[config.mk]
export PLATFORM = sky130hd
export DESIGN_NAME = wb_collision_det
export DESIGN_NICKNAME = d
export VERILOG_FILES = /design/src/rtl/wbc_pkg.sv /design/src/rtl/wbc_pend_slot.sv /design/src/rtl/wbc_detect.sv /design/src/rtl/wb_collision_det.sv
export SDC_FILE = /design/constraint.sdc
export NUM_CORES = 1
export LEC_CHECK = 0
export BUFFER_PORTS_ARGS = -buffer_cell sky130_fd_sc_hd__buf_2
export CORE_MARGIN = 2
export CORE_UTILIZATION = 48
export CTS_CLUSTER_DIAMETER = 40
export DETAILED_ROUTE_END_ITERATION = 7
export PLACE_DENSITY_LB_ADDON = 0.25
export SYNTH_ARGS = -nofsm -noshare
export SYNTH_HDL_FRONTEND = slang
export SYNTH_SLANG_ARGS = --single-unit
[constraint.sdc]
create_clock -name clk -period 31.4 [get_ports clk]
set_clock_uncertainty 0.05 [all_clocks]
set_input_delay 3.14 -clock clk [delete_from_list [all_inputs] [get_ports clk]]
set_output_delay 3.14 -clock clk [all_outputs]
set_load 0.01 [all_outputs]
[src/rtl/wbc_pkg.sv]
package wbc_pkg;

   // Detection structure chosen at elaboration.
   typedef enum int unsigned {
      DET_PAIRWISE = 0,
      DET_BITMAP   = 1
   } det_mode_e;

   // Latency class encoding on the issue slots.
   localparam logic LAT_SINGLE = 1'b0;
   localparam logic LAT_MULT   = 1'b1;

endpackage

[src/rtl/wbc_pend_slot.sv]
// One-entry pending multiply record for a single side.
module wbc_pend_slot #(
   parameter int NSLOT   = 8,
   parameter int SIDE_W  = 1,
   parameter int REG_W   = 5,
   parameter int SIDE_ID = 0
) (
   input  logic                    clk,
   input  logic                    rst,
   input  logic [NSLOT-1:0]        live,
   input  logic [NSLOT-1:0]        mul,
   input  logic [NSLOT*SIDE_W-1:0] side,
   input  logic [NSLOT*REG_W-1:0]  rg,
   output logic                    pend_vld,
   output logic [REG_W-1:0]        pend_reg
);

   logic             take;
   logic [REG_W-1:0] take_reg;

   // Lowest slot wins; the issue contract allows only one live multiply per side.
   always_comb begin
      take     = 1'b0;
      take_reg = '0;
      for (int s = NSLOT - 1; s >= 0; s--) begin
         if (live[s] && (mul[s] == wbc_pkg::LAT_MULT) &&
             (side[s*SIDE_W +: SIDE_W] == SIDE_W'(SIDE_ID))) begin
            take     = 1'b1;
            take_reg = rg[s*REG_W +: REG_W];
         end
      end
   end

   always_ff @(posedge clk) begin
      if (rst) begin
         pend_vld <= 1'b0;
         pend_reg <= '0;
      end else begin
         pend_vld <= take;
         pend_reg <= take_reg;
      end
   end

endmodule

[src/rtl/wbc_detect.sv]
// Finds identities written more than once among the landing writes.
module wbc_detect import wbc_pkg::*; #(
   parameter int        NW   = 10,
   parameter int        ID_W = 6,
   parameter det_mode_e MODE = DET_PAIRWISE
) (
   input  logic [NW-1:0]      live,
   input  logic [NW*ID_W-1:0] id,
   output logic               hit,
   output logic [ID_W-1:0]    hit_id
);

   if (MODE == DET_PAIRWISE) begin : g_pair
      logic [NW-1:0] dup;
      logic          found;

      always_comb begin
         for (int i = 0; i < NW; i++) begin
            dup[i] = 1'b0;
            for (int j = 0; j < NW; j++) begin
               if ((j != i) && live[i] && live[j] &&
                   (id[i*ID_W +: ID_W] == id[j*ID_W +: ID_W]))
                  dup[i] = 1'b1;
            end
         end
         found  = 1'b0;
         hit_id = '0;
         for (int i = 0; i < NW; i++) begin
            if (dup[i] && (!found || (id[i*ID_W +: ID_W] < hit_id))) begin
               hit_id = id[i*ID_W +: ID_W];
               found  = 1'b1;
            end
         end
      end

      assign hit = |dup;
   end else begin : g_bitmap
      localparam int NID = 1 << ID_W;
      logic [NID-1:0] multi;
      logic [1:0]     cnt;

      always_comb begin
         for (int r = 0; r < NID; r++) begin
            cnt = 2'd0;
            for (int e = 0; e < NW; e++) begin
               if (live[e] && (id[e*ID_W +: ID_W] == ID_W'(r)) && (cnt != 2'd2))
                  cnt = cnt + 2'd1;
            end
            multi[r] = (cnt == 2'd2);
         end
         hit_id = '0;
         for (int r = NID - 1; r >= 0; r--) begin
            if (multi[r]) hit_id = ID_W'(r);
         end
      end

      assign hit = |multi;
   end

endmodule

[src/rtl/wb_collision_det.sv]
module wb_collision_det import wbc_pkg::*; #(
   parameter int        NSLOT    = 8,
   parameter int        NSIDE    = 2,
   parameter int        REG_W    = 5,
   parameter det_mode_e DET_MODE = DET_PAIRWISE
) (
   input  logic                             clk,
   input  logic                             rst,
   input  logic [NSLOT-1:0]                 iss_vld,
   input  logic [NSLOT-1:0]                 iss_kill,
   input  logic [NSLOT-1:0]                 iss_mul,
   input  logic [NSLOT*$clog2(NSIDE)-1:0]   iss_side,
   input  logic [NSLOT*REG_W-1:0]           iss_reg,
   output logic                             wb_clash,
   output logic [$clog2(NSIDE)+REG_W-1:0]   wb_clash_id
);

   localparam int SIDE_W = $clog2(NSIDE);
   localparam int ID_W   = SIDE_W + REG_W;
   localparam int NW     = NSIDE + NSLOT;

   // Elaboration-time parameter checks.
   if (NSLOT < 2) begin : g_bad_slots
      $error("wb_collision_det: NSLOT must be at least 2");
   end
   if ((NSIDE < 2) || ((1 << SIDE_W) != NSIDE)) begin : g_bad_sides
      $error("wb_collision_det: NSIDE must be a power of two, at least 2");
   end
   if (REG_W < 1) begin : g_bad_reg
      $error("wb_collision_det: REG_W must be positive");
   end
   if ((DET_MODE == DET_BITMAP) && (ID_W > 10)) begin : g_bad_bitmap
      $error("wb_collision_det: bitmap detection limited to 10 identity bits");
   end

   logic [NSLOT-1:0]       live;
   logic [NSIDE-1:0]       pend_vld;
   logic [NSIDE*REG_W-1:0] pend_reg;
   logic [NW-1:0]          ent_live;
   logic [NW*ID_W-1:0]     ent_id;
   logic                   det_hit;
   logic [ID_W-1:0]        det_id;

   assign live = iss_vld & ~iss_kill;

   // Pending multiply records, one per side; entries 0..NSIDE-1 of the write set.
   for (genvar sd = 0; sd < NSIDE; sd++) begin : g_side
      wbc_pend_slot #(
         .NSLOT   (NSLOT),
         .SIDE_W  (SIDE_W),
         .REG_W   (REG_W),
         .SIDE_ID (sd)
      ) u_pend (
         .clk      (clk),
         .rst      (rst),
         .live     (live),
         .mul      (iss_mul),
         .side     (iss_side),
         .rg       (iss_reg),
         .pend_vld (pend_vld[sd]),
         .pend_reg (pend_reg[sd*REG_W +: REG_W])
      );
      assign ent_live[sd]               = pend_vld[sd];
      assign ent_id[sd*ID_W +: ID_W]    = {SIDE_W'(sd), pend_reg[sd*REG_W +: REG_W]};
   end

   // Single-cycle writes landing now; entries NSIDE..NW-1.
   for (genvar s = 0; s < NSLOT; s++) begin : g_slot
      assign ent_live[NSIDE+s] = live[s] & (iss_mul[s] == LAT_SINGLE);
      assign ent_id[(NSIDE+s)*ID_W +: ID_W] =
         {iss_side[s*SIDE_W +: SIDE_W], iss_reg[s*REG_W +: REG_W]};
   end

   wbc_detect #(
      .NW   (NW),
      .ID_W (ID_W),
      .MODE (DET_MODE)
   ) u_detect (
      .live   (ent_live),
      .id     (ent_id),
      .hit    (det_hit),
      .hit_id (det_id)
   );

   assign wb_clash    = det_hit & ~rst;
   assign wb_clash_id = wb_clash ? det_id : '0;

endmodule

# Word-level counts from Yosys, hierarchy flattened
# Index checks and enable logic that the tools add are counted.
dict set report op_classes {
  n_eq_ne 88
  mux 140
  n_reduce_logical 184
  order_cmp 9
  n_bitwise 28
}
# op n
set ops {}
lappend ops {{6-bit equality test} 72}
lappend ops {{1-bit logical AND} 165}
lappend ops {{1-bit 2-to-1 mux} 113}
lappend ops {{5-bit 2-to-1 mux} 17}
lappend ops {{6-bit 2-to-1 mux} 10}
lappend ops {{6-bit less-than comparator} 9}
lappend ops {{5-bit by 6-bit equality test with 1-bit output} 8}
lappend ops {{6-bit by 5-bit equality test with 1-bit output} 8}
lappend ops {{1-bit NOT} 17}
lappend ops {{10-bit OR reduction} 1}
lappend ops {{1-bit AND} 9}
lappend ops {{1-bit logical NOT} 9}
lappend ops {{1-bit logical OR} 9}
lappend ops {{8-bit AND} 1}
lappend ops {{8-bit NOT} 1}
dict set report totals {
  register_bits 12
  out_inout_bits 7
  word_cells 453
}

# Longest topological paths before layout
dict set report logic_depth {
  word_depth 51
  depth_mapped 87
}

# Cells and area by module
# A second synthesis with hierarchy kept.
dict set report hier_totals {
  hier_cells 1030
  hier_area_um2 7758.7
}
# mod n_inst area_per_inst_um2 seq_area_each_um2 cells_per_inst
set by_module_without_submodules {}
lappend by_module_without_submodules {wbc_detect 1 6188.4 0.0 828}
lappend by_module_without_submodules {{wbc_pend_slot (g_side[0].u_pend)} 1 720.7 120.1 88}
lappend by_module_without_submodules {{wbc_pend_slot (g_side[1].u_pend)} 1 673.1 120.1 89}
lappend by_module_without_submodules {wb_collision_det 1 176.4 0.0 25}

# Least setup slack after synthesis
# Ideal clock, no wire load.
dict set report synth_path {
  path_kind {input port to output port}
  start {input port iss_reg[4]}
  end {output port wb_clash_id[0]}
  path_slack_ps 10482
  required_time_ps 28210
  arrival_ps 17728
  stages 81
  path_cell_list {buf_4 > xnor2_2 > nand4_2 > nor4b_4 > nor4b_2 > nand2_4 > buf_6 > nor2_1 > a22oi_1 > ha_1 > maj3_1 > a21oi_1 > a21o_1 > o311a_1 > nand2_1 > nand2_1 > o21ai_0 > ha_1 > [45 not listed] > a31oi_4 > mux2i_1 > ha_1 > a41oi_1 > o21ai_0 > a21oi_1 > o21a_1 > o21bai_1 > o21ai_2 > mux2_2 > ha_1 > a21o_1 > a21o_1 > a221o_1 > or3_1 > o31ai_4 > mux2i_1 > nor2_1}
}
dict set report synth_via {
  elab_chain_len 48
  word_cells_on_any_way 168
}
# element line_no
set synth_rtl {}
lappend synth_rtl {{start, declared} wb_collision_det.sv:13} ;# input logic [NSLOT*REG_W-1:0] iss_reg,
lappend synth_rtl {{5-bit by 6-bit equality test with 1-bit output} wbc_detect.sv:22} ;# (id[i*ID_W +: ID_W] == id[j*ID_W +: ID_W]))
lappend synth_rtl {{1-bit logical AND} wbc_detect.sv:21} ;# if ((j != i) && live[i] && live[j] &&
lappend synth_rtl {{1-bit 2-to-1 mux (8 in a row)} wbc_detect.sv:21}
lappend synth_rtl {{5-bit 2-to-1 mux / 1-bit 2-to-1 mux (equally long branches)} wbc_detect.sv:29} ;# if (dup[i] && (!found || (id[i*ID_W +: ID_W] < hit_id))) begin
lappend synth_rtl {{6-bit less-than comparator / 1-bit logical NOT (equally long branches)} wbc_detect.sv:29}
lappend synth_rtl {{1-bit logical OR} wbc_detect.sv:29}
lappend synth_rtl {{1-bit logical AND} wbc_detect.sv:29}
lappend synth_rtl {{6-bit 2-to-1 mux / 1-bit 2-to-1 mux (equally long branches)} wbc_detect.sv:29}
lappend synth_rtl {{[25 not listed]} n/a}
lappend synth_rtl {{1-bit logical OR} wbc_detect.sv:29}
lappend synth_rtl {{1-bit logical AND} wbc_detect.sv:29}
lappend synth_rtl {{6-bit 2-to-1 mux / 1-bit 2-to-1 mux (equally long branches)} wbc_detect.sv:29}
lappend synth_rtl {{6-bit less-than comparator / 1-bit logical NOT (equally long branches)} wbc_detect.sv:29}
lappend synth_rtl {{1-bit logical OR} wbc_detect.sv:29}
lappend synth_rtl {{1-bit logical AND} wbc_detect.sv:29}
lappend synth_rtl {{6-bit 2-to-1 mux} wbc_detect.sv:29}
lappend synth_rtl {{6-bit 2-to-1 mux (*)} wb_collision_det.sv:86} ;# assign wb_clash_id = wb_clash ? det_id : '0;
lappend synth_rtl {{end, declared} wb_collision_det.sv:15} ;# output logic [$clog2(NSIDE)+REG_W-1:0] wb_clash_id
# Mark *: on every way between the ends. The rest lies on a longest branch, timed or not.

# Final worst setup path
dict set report layout_path {
  start {input port iss_kill[3]}
  end {output port wb_clash_id[3]}
}
dict set report layout_via {
  elab_chain_len 48
  word_cells_on_any_way 138
}
# element line_no
set layout_rtl {}
lappend layout_rtl {{start, declared} wb_collision_det.sv:10} ;# input logic [NSLOT-1:0] iss_kill,
lappend layout_rtl {{8-bit NOT (*)} wb_collision_det.sv:44} ;# assign live = iss_vld & ~iss_kill;
lappend layout_rtl {{8-bit AND (*)} wb_collision_det.sv:44}
lappend layout_rtl {{1-bit AND (*)} wb_collision_det.sv:69} ;# assign ent_live[NSIDE+s] = live[s] & (iss_mul[s] == LAT_SINGLE);
lappend layout_rtl {{1-bit logical AND (2 in a row)} wbc_detect.sv:21}
lappend layout_rtl {{1-bit 2-to-1 mux (5 in a row)} wbc_detect.sv:21}
lappend layout_rtl {{5-bit 2-to-1 mux / 1-bit 2-to-1 mux (equally long branches)} wbc_detect.sv:29}
lappend layout_rtl {{6-bit less-than comparator / 1-bit logical NOT (equally long branches)} wbc_detect.sv:29}
lappend layout_rtl {{1-bit logical OR} wbc_detect.sv:29}
lappend layout_rtl {{[27 not listed]} n/a}
lappend layout_rtl {{1-bit logical OR} wbc_detect.sv:29}
lappend layout_rtl {{1-bit logical AND} wbc_detect.sv:29}
lappend layout_rtl {{6-bit 2-to-1 mux / 1-bit 2-to-1 mux (equally long branches)} wbc_detect.sv:29}
lappend layout_rtl {{6-bit less-than comparator / 1-bit logical NOT (equally long branches)} wbc_detect.sv:29}
lappend layout_rtl {{1-bit logical OR} wbc_detect.sv:29}
lappend layout_rtl {{1-bit logical AND} wbc_detect.sv:29}
lappend layout_rtl {{6-bit 2-to-1 mux} wbc_detect.sv:29}
lappend layout_rtl {{6-bit 2-to-1 mux (*)} wb_collision_det.sv:86}
# Marked as above.

==> impl_metrics.env <==
export IMPL_whs_ns=3.26
export IMPL_cpMostUsedCell="o21ai_0"
export IMPL_tightest_slew_ns=0.961
export IMPL_finalSetupTns_ns=0
export IMPL_yosysWarnings=0
export IMPL_setup_viol=0
export IMPL_dpl_hpwl_um=20900
export IMPL_combPwrFrac=0.642
export IMPL_area_growth_pct=4.55
export IMPL_rsz0062_at_grt="false"
export IMPL_power_density_mw_per_mm2=17.4
export IMPL_p_leak_nw=2.95
export IMPL_start_util=0.494
export IMPL_cp_start_kind="input pin"
export IMPL_syn_area_per_cell_um2=6.99
export IMPL_switching_share=0.489
export IMPL_vdd_drop_max_mv=0.0154
export IMPL_cp_data_arrival_time_ns=21.00
export IMPL_clock_path_buffers=2
export IMPL_clockRootBuffer="clkbuf_16"
export IMPL_first_iter_violations=1346
export IMPL_grt_max_degree=23
export IMPL_numClockSinks=12
export IMPL_dp_cells=1289
export IMPL_hp_class="in2reg"
export IMPL_crit_start="iss_kill[3]"
export IMPL_path_depth=78
export IMPL_drive_gt1_frac=0.140
export IMPL_pin_count=81
export IMPL_cts_tree="yes"
export IMPL_grt_usage=0.339
export IMPL_yosysSeqAreaShare=0.0317
export IMPL_ant_nets=0
export IMPL_rows=45
export IMPL_slowest_stage="nor3b_2"
export IMPL_overflow=0
export IMPL_critical_path_buf_inv_count=5
export IMPL_wl_per_cell_um=22.5
export IMPL_fin_crit_sh=0.770
export IMPL_drc=0
export IMPL_netlist_top_cells_count="166 x xnor2_1, 116 x nor2_1, 85 x nand2_1"
export IMPL_core_area_mm2=0.0153
export IMPL_clkTransAtPathRegs_ns=0.05
export IMPL_slew_headroom=0.356
export IMPL_place_congestion=0.977
export IMPL_ys_ff_latch=12
export IMPL_worstSetupEndpointType="output port"
export IMPL_routed_via_count=8268
export IMPL_crit_fanout=11
export IMPL_hold_viol=0
export IMPL_critical_path_top_delay_family="compound AO/OA/AOI/OAI gates"
export IMPL_worstSetupPathType="in2out"
export IMPL_die_w_um=130
export IMPL_post_route_min_period_ns=24.19
export IMPL_post_synth_top_area_cell="xnor2_1"
export IMPL_synth_area_leaders="xnor2_1 19%, xor2_1 9.4%, nor2_1 5.8%, ha_1 5.0%, nand4_1 4.3%"
export IMPL_status="finished, final reports clean"
export IMPL_routed_via_density=6.39
export IMPL_slowest_delay_ns=0.78
export IMPL_synth_edf_count=0
export IMPL_first_global_vias=7612
export IMPL_synth_top_area_frac=0.192
export IMPL_fillerInstances=1564
export IMPL_endpoint="wb_clash_id[3]"
export IMPL_grt_pass1_wl_um=44100
export IMPL_post_cts_buffers=0
export IMPL_power_frac_clock=0.196
export IMPL_synthFlopType="dfxtp_1"
export IMPL_netlist_instances=1083
export IMPL_antenna_cells=0
export IMPL_p_sw_mw=0.0671
export IMPL_max_cap_viol_count=0
export IMPL_cts_resized=0
export IMPL_dieArea_mm2=0.0168
export IMPL_final_max_slew_viol_count=0
export IMPL_fin_cells=1293
export IMPL_place_area_mm2=0.00782
export IMPL_antenna_found_initial=0
export IMPL_synth_area_mm2=0.00757
export IMPL_postSynth_asyncResetShare=0
export IMPL_firstDrtPassIters=5
export IMPL_final_cell_area_mm2=0.00791
export IMPL_p_int_mw=0.0702
export IMPL_fp_dieH_um=130
export IMPL_wl_um=29100
export IMPL_htree_levels=1
export IMPL_p_seq_frac=0.162
export IMPL_yosysUniqueCellTypes=97
export IMPL_cts_buffers=3
export IMPL_yosysMostFrequentCell="xnor2_1"
export IMPL_cp_data_required_time_ns=28.21
export IMPL_fmax_ghz=0.0413
export IMPL_holdBufCountCts=0
export IMPL_largest_reg_flops=10
export IMPL_layout_nets=1187
export IMPL_portBuffers=80
export IMPL_synth_nets=1187
==> metrics by stage <==
stage | util | total power [mW] | worst slack (ns)
floorplan | - | 0.0854 | 10.48
global placement | 0.511 | 0.107 | 7.91
detailed placement | 0.511 | 0.108 | 7.69
CTS | 0.517 | 0.135 | 7.65
global route | 0.517 | 0.145 | 5.80
finish | 0.517 | 0.137 | 7.21
==> worst min-delay path by stage <==
stage	startpoint	end	slack [ns]	cells after the start
finish	rst	g_side[1].u_pend.pend_vld	3.26	2
global route	rst	g_side[1].u_pend.pend_vld	3.25	2
CTS	rst	g_side[1].u_pend.pend_vld	3.24	2
detailed placement	rst	g_side[1].u_pend.pend_vld	3.50	2
global placement	rst	g_side[1].u_pend.pend_reg[3]	3.49	2
floorplan	rst	g_side[0].u_pend.pend_vld	3.16	1
==> layout make-up <==
cell class	instances	area (um^2)	share of cell area
tap	211	264	0.0334
clock buffer	4	88.8	0.0112
sequential	12	240	0.0304
multi-input combinational	939	6720	0.850
inverter	42	158	0.0199
timing repair buffer	85	438	0.0554
==> logic make-up (layout without fill, tap and decap cells) <==
group / Yosys count / in the layout / share of synthesized area
mux: 39 / 39 / 0.0551
flops: 12 / 12 / 0.0317
simple gates: 420 / 420 / 0.296
fa+ha+maj: 33 / 33 / 0.0536
buf+inv: 132 / 131 / 0.0799
compound gates: 198 / 198 / 0.194
xor+xnor: 249 / 249 / 0.290
==> layer usage <==
layer / GRT usage / wire length [um] / up-vias / share of wire
li1: - / - / 3832 / -
met1: 0.476 / 12300 / 3759 / 0.42
met2: 0.516 / 12200 / 575 / 0.42
met3: 0.0508 / 3390 / 102 / 0.12
met4: 0.139 / 1200 / 0 / 0.041
met5: 0 / 0 / - / 0
==> cell usage in the layout (no fill, tap or decap), types with 6 or more instances in the layout <==
cell type / count
a211oi_1: 9
a21o_1: 7
a21oi_1: 47
a22oi_1: 13
and3_1: 6
buf_2: 80
dfxtp_1: 12
ha_1: 30
inv_1: 41
mux2_2: 11
mux2i_1: 25
nand2_1: 85
nand2b_1: 8
nand3_1: 27
nand4_1: 52
nor2_1: 116
nor2b_1: 9
nor3_1: 17
nor3b_2: 6
nor4_1: 41
o211ai_1: 10
o21ai_0: 34
o21ai_1: 7
xnor2_1: 166
xor2_1: 81
==> power by group through the flow <==
| stage | logic (mW) | clock network, mW | registers [mW] |
|---|---|---|---|
| 2_1_floorplan | 0.0682 | 0 | 0.0171 |
| 3_3_place_gp | 0.0842 | 0 | 0.0223 |
| 3_5_place_dp | 0.0854 | 0 | 0.0223 |
| 4_1_cts | 0.0857 | 0.0270 | 0.0220 |
| 5_1_grt | 0.0948 | 0.0279 | 0.0223 |
| 6_report | 0.0881 | 0.0269 | 0.0223 |
Power figures use the tool's default switching activity.
